File: config.mk
export PLATFORM = sky130hd
export DESIGN_NAME = usbrx_status_window
export DESIGN_NICKNAME = d
export VERILOG_FILES = /design/src/rtl/usbrx_status_pkg.sv /design/src/rtl/usbrx_flag_track.sv /design/src/rtl/usbrx_io_read.sv /design/src/rtl/usbrx_status_window.sv
export SDC_FILE = /design/constraint.sdc
export NUM_CORES = 1
export LEC_CHECK = 0
export ABC_AREA = 1
export BUFFER_PORTS_ARGS = -buffer_cell sky130_fd_sc_hd__buf_2
export CORE_UTILIZATION = 30
export DETAILED_ROUTE_END_ITERATION = 10
export PLACE_DENSITY = 0.58
export SETUP_SLACK_MARGIN = 0.05
export SYNTH_ARGS = -nofsm -noshare
export SYNTH_HDL_FRONTEND = slang
export SYNTH_SLANG_ARGS = --single-unit
File: constraint.sdc
create_clock -name clk -period 1.45 [get_ports clk]
set_input_delay 0.145 -clock clk [delete_from_list [all_inputs] [get_ports clk]]
set_output_delay 0.145 -clock clk [all_outputs]
set_load 0.01 [all_outputs]
File: src/rtl/usbrx_status_pkg.sv
package usbrx_status_pkg;
  localparam int ADDR_W = 6;
  localparam int DATA_W = 8;
  localparam logic [ADDR_W-1:0] ADDR_BYTE = 6'h09;
  localparam logic [ADDR_W-1:0] ADDR_STAT = 6'h0a;
  localparam int STAT_ACT_BIT  = 0;
  localparam int STAT_PEND_BIT = 1;

  typedef struct packed {
    logic active;
    logic pending;
  } rx_flags_t;

  function automatic logic [DATA_W-1:0] pack_status(input rx_flags_t f);
    logic [DATA_W-1:0] s;
    s = '0;
    s[STAT_ACT_BIT]  = f.active;
    s[STAT_PEND_BIT] = f.pending;
    return s;
  endfunction
endpackage

File: src/rtl/usbrx_flag_track.sv
module usbrx_flag_track
  import usbrx_status_pkg::*;
#(
  parameter int DW = DATA_W
) (
  input  logic          clk,
  input  logic          rst_n,
  input  logic          byte_stb,
  input  logic [DW-1:0] byte_in,
  input  logic          pkt_start,
  input  logic          pkt_end,
  input  logic          ack_byte,
  output rx_flags_t     flags,
  output logic [DW-1:0] hold_q
);
  rx_flags_t flags_q;

  always_ff @(posedge clk) begin
    if (!rst_n) begin
      flags_q <= '0;
      hold_q  <= '0;
    end else begin
      if (byte_stb) begin
        flags_q.pending <= 1'b1;
        hold_q          <= byte_in;
      end else if (ack_byte) begin
        flags_q.pending <= 1'b0;
      end
      if (pkt_start)    flags_q.active <= 1'b1;
      else if (pkt_end) flags_q.active <= 1'b0;
    end
  end

  assign flags = flags_q;

  AST_PEND_SET: assert property (@(posedge clk) disable iff (!rst_n)
    byte_stb |=> flags_q.pending);
  AST_PEND_CLR: assert property (@(posedge clk) disable iff (!rst_n)
    (ack_byte && !byte_stb) |=> !flags_q.pending);
  AST_ACT_SET: assert property (@(posedge clk) disable iff (!rst_n)
    pkt_start |=> flags_q.active);
  AST_ACT_CLR: assert property (@(posedge clk) disable iff (!rst_n)
    (pkt_end && !pkt_start) |=> !flags_q.active);
  AST_HOLD_STABLE: assert property (@(posedge clk) disable iff (!rst_n)
    !byte_stb |=> $stable(hold_q));
endmodule

File: src/rtl/usbrx_io_read.sv
module usbrx_io_read
  import usbrx_status_pkg::*;
#(
  parameter int AW = ADDR_W,
  parameter int DW = DATA_W
) (
  input  logic          clk,
  input  logic          rst_n,
  input  logic          rd,
  input  logic [AW-1:0] addr,
  input  rx_flags_t     flags,
  input  logic [DW-1:0] hold_q,
  output logic          ack_byte,
  output logic [DW-1:0] rdata
);
  logic          hit_byte;
  logic          hit_stat;
  logic [DW-1:0] rd_mux;

  assign hit_byte = rd && (addr == ADDR_BYTE);
  assign hit_stat = rd && (addr == ADDR_STAT);
  assign ack_byte = hit_byte;

  always_comb begin
    if (hit_byte)      rd_mux = hold_q;
    else if (hit_stat) rd_mux = pack_status(flags);
    else               rd_mux = '0;
  end

  always_ff @(posedge clk) begin
    if (!rst_n)  rdata <= '0;
    else if (rd) rdata <= rd_mux;
  end

  AST_STAT_UPPER_ZERO: assert property (@(posedge clk) disable iff (!rst_n)
    hit_stat |=> (rdata[DW-1:2] == '0));
  AST_STAT_ACTIVE: assert property (@(posedge clk) disable iff (!rst_n)
    hit_stat |=> (rdata[STAT_ACT_BIT] == $past(flags.active)));
  AST_IDLE_HOLD: assert property (@(posedge clk) disable iff (!rst_n)
    !rd |=> $stable(rdata));
  AST_OTHER_ZERO: assert property (@(posedge clk) disable iff (!rst_n)
    (rd && !hit_byte && !hit_stat) |=> (rdata == '0));
endmodule

File: src/rtl/usbrx_status_window.sv
module usbrx_status_window
  import usbrx_status_pkg::*;
#(
  parameter int AW = ADDR_W,
  parameter int DW = DATA_W
) (
  input  logic          clk,
  input  logic          rst_n,
  input  logic          rx_byte_stb,
  input  logic [DW-1:0] rx_byte,
  input  logic          rx_pkt_start,
  input  logic          rx_pkt_end,
  input  logic          io_rd,
  input  logic [AW-1:0] io_addr,
  output logic [DW-1:0] io_rdata
);
  rx_flags_t     flags;
  logic [DW-1:0] hold_q;
  logic          ack_byte;

  usbrx_flag_track #(.DW(DW)) u_flags (
    .clk(clk), .rst_n(rst_n),
    .byte_stb(rx_byte_stb), .byte_in(rx_byte),
    .pkt_start(rx_pkt_start), .pkt_end(rx_pkt_end),
    .ack_byte(ack_byte), .flags(flags), .hold_q(hold_q)
  );

  usbrx_io_read #(.AW(AW), .DW(DW)) u_read (
    .clk(clk), .rst_n(rst_n),
    .rd(io_rd), .addr(io_addr),
    .flags(flags), .hold_q(hold_q),
    .ack_byte(ack_byte), .rdata(io_rdata)
  );

  AST_RESET_IDLE: assert property (@(posedge clk)
    !rst_n |=> (io_rdata == '0));
endmodule

==> metrics.txt <==
status finished with violations; failing checks DRC; diode count 0; first-pass GRT wire length 2550 µm; CP Launch Type register; Yosys Warn Count 0; CTS sink cnt 18; H-tree levels 1; cts repair resizes 0; Post-Synthesis Cells 96; Layout Skew roughly 0.0027 ns; RSZ-0062 raised after global routing false; Worst-Margin Slew 0.253 ns; worst hold path type primary input to register; Nets 147; crit path buf inv count 1; VDD IR max approximately 0.43 mV; Synth cell types 11; Post-Syn Area 694 µm²; # hold bufs at CTS 0; type of destination of the critical path output port; crit-path cells buf_2; Routed wire per std cell approximately 9.6 µm; Initial Utilization 31.7%; CTS tree built; Via Count 659; # IOs 28; largest fanout on the critical path 2; Worst EP arrival 0.79 ns; DIE HEIGHT between 50 and 60 µm; final worst path period share 64.2%; Worst-Skew Late Latency 0.29 ns; Total GRT Usage a little over an eighth; register bit total from synthesis 18; Routability Congestion 0.740; crit-path max cell delay 0.36 ns; Longest Clk Path Bufs 2; die width 50.1 µm; largest net degree at the start of global routing 12; register area 360 µm²; PortBufs 27; Vias/cell 4.28; number of antenna violations at the first check in global routing 0; DRC violations left 2; Total Neg Setup Slack 0 ns; Final Total Pwr 0.906 mW; initial drt markers 6; met3 Use GR 1.85%; TritonRoute pass-1 iters 6; fillers 237; Tmin final 0.931 ns; gr ovfl total 0; Hold Slack around 0.059 ns; GR Layer Usage met1 between 15 and 20%; CP max-delay cell dfxtp_1; CORE AREA 2190 µm²; P per Cell Area 1010 nW/µm²; die area 2510 µm²; multi-input logic area 288 µm²; Final Hold Fails 0; Area Growth Syn to Fin 29.0%; Clock transition at path regs 0.10 ns; Slew Viols, Final 0; Max-Slew Margin vs Limit 83.0%; maximum clock frequency around 1100 MHz; met2 global-route usage around a fifth; share of cells above drive strength 1 26.2%; root buffer cell clkbuf_4; TritonCTS buffer count 3; max cap viols 0; post-CTS setup buffer count 0; syn_area_per_cell 7.23 µm²; share of the yosys chip area belonging to registers 51.9%; critical path class register to output port; Synth Net Count 116; delay-heaviest family, CP flip-flops; GRT busiest layer met2; leak pwr 0.439 nW; final WL roughly 1500 µm; WP data required 1.31 ns; Site Rows 17; vias in the first global route 621; antenna-violating nets left 0; final HPWL from detailed placement 1100 µm; Final Setup Violations 0
==> Yosys cell counts <==
master | instances | area (µm²)
a21oi_1 | 8 | 40.0
clkbuf_2 | 1 | 5.00
clkinv_1 | 2 | 7.51
dfxtp_1 | 18 | 360
inv_1 | 9 | 33.8
nand2_1 | 20 | 75.1
nand3_1 | 7 | 35.0
nor2_1 | 20 | 75.1
nor2_2 | 1 | 6.26
nor2_4 | 1 | 11.3
o21ai_0 | 9 | 45.0
==> worst paths after layout <==
path / start / endpoint / slack, ns / cells past startpoint
hold / removal: rx_pkt_start / u_flags.flags[1] / 0.06 / 3
setup reg to reg: u_flags.hold_q[1] / u_read.rdata[1] / 0.79 / 4
setup / recovery: u_read.rdata[3] / io_rdata[3] / 0.52 / 1
hold reg to reg: u_flags.hold_q[3] / u_read.rdata[3] / 0.46 / 2
==> power breakdown <==
group / internal (mW) / leakage (nW) / switching [mW]
combinational: 0.0337 / 0.270 / 0.0455
sequential: 0.514 / 0.148 / 0.00877
clock: 0.153 / 0.0210 / 0.152
total: 0.700 / 0.439 / 0.206
==> cells in the final DEF, fill, tap and decap left out <==
cell,netlist,final
a21oi_1,8,8
nand2_1,20,20
dfxtp_1,18,18
nor2_4,1,1
o21ai_0,9,9
clkbuf_8,0,1
inv_1,9,9
buf_2,0,27
nor2_1,20,20
clkbuf_4,0,3
clkinv_1,2,2
nand3_1,7,7
nor2_2,1,1
==> registers in the layout (all words and copies together), names as in the netlist <==
signal	flops
u_flags.hold_q	8
u_flags.flags	2
u_read.rdata	8
==> layer usage <==
| layer | share of wire, % | wire (µm) | vias to the layer above |
|---|---|---|---|
| met5 | 0 | 0 | - |
| met4 | 1.8 | 26 | 0 |
| met3 | 5.3 | 78 | 4 |
| met2 | 45 | 671 | 20 |
| met1 | 48 | 708 | 274 |
| li1 | - | - | 361 |
==> cells by family after synthesis <==
group | count (synthesis) | share of synthesized area, %
buffers and inverters | 12 | 6.67
flip-flops | 18 | 51.9
AND/OR/NAND/NOR | 49 | 29.2
AO/OA/AOI/OAI | 17 | 12.3
==> per-stage QoR <==
step                worst slack (ns)  instance area (µm²)  instances  utilization (%)
detailed placement             0.442                  860        150             39.2
floorplan                      0.709                  694         96                -
global placement               0.451                  860        150             39.2
finish                         0.519                  896        154             40.9
global route                   0.476                  896        154             40.9
CTS                            0.510                  896        154             40.9
==> area by class of cell <==
class                   count  share of cell area, %
flip-flops and latches     18                   40.2
multi-input cells          66                   32.1
repair buffers             27                   15.1
inverters                  11                   4.61
clock buffers               4                   4.05
well taps                  28                   3.91
(Power assumes the default switching activity.)
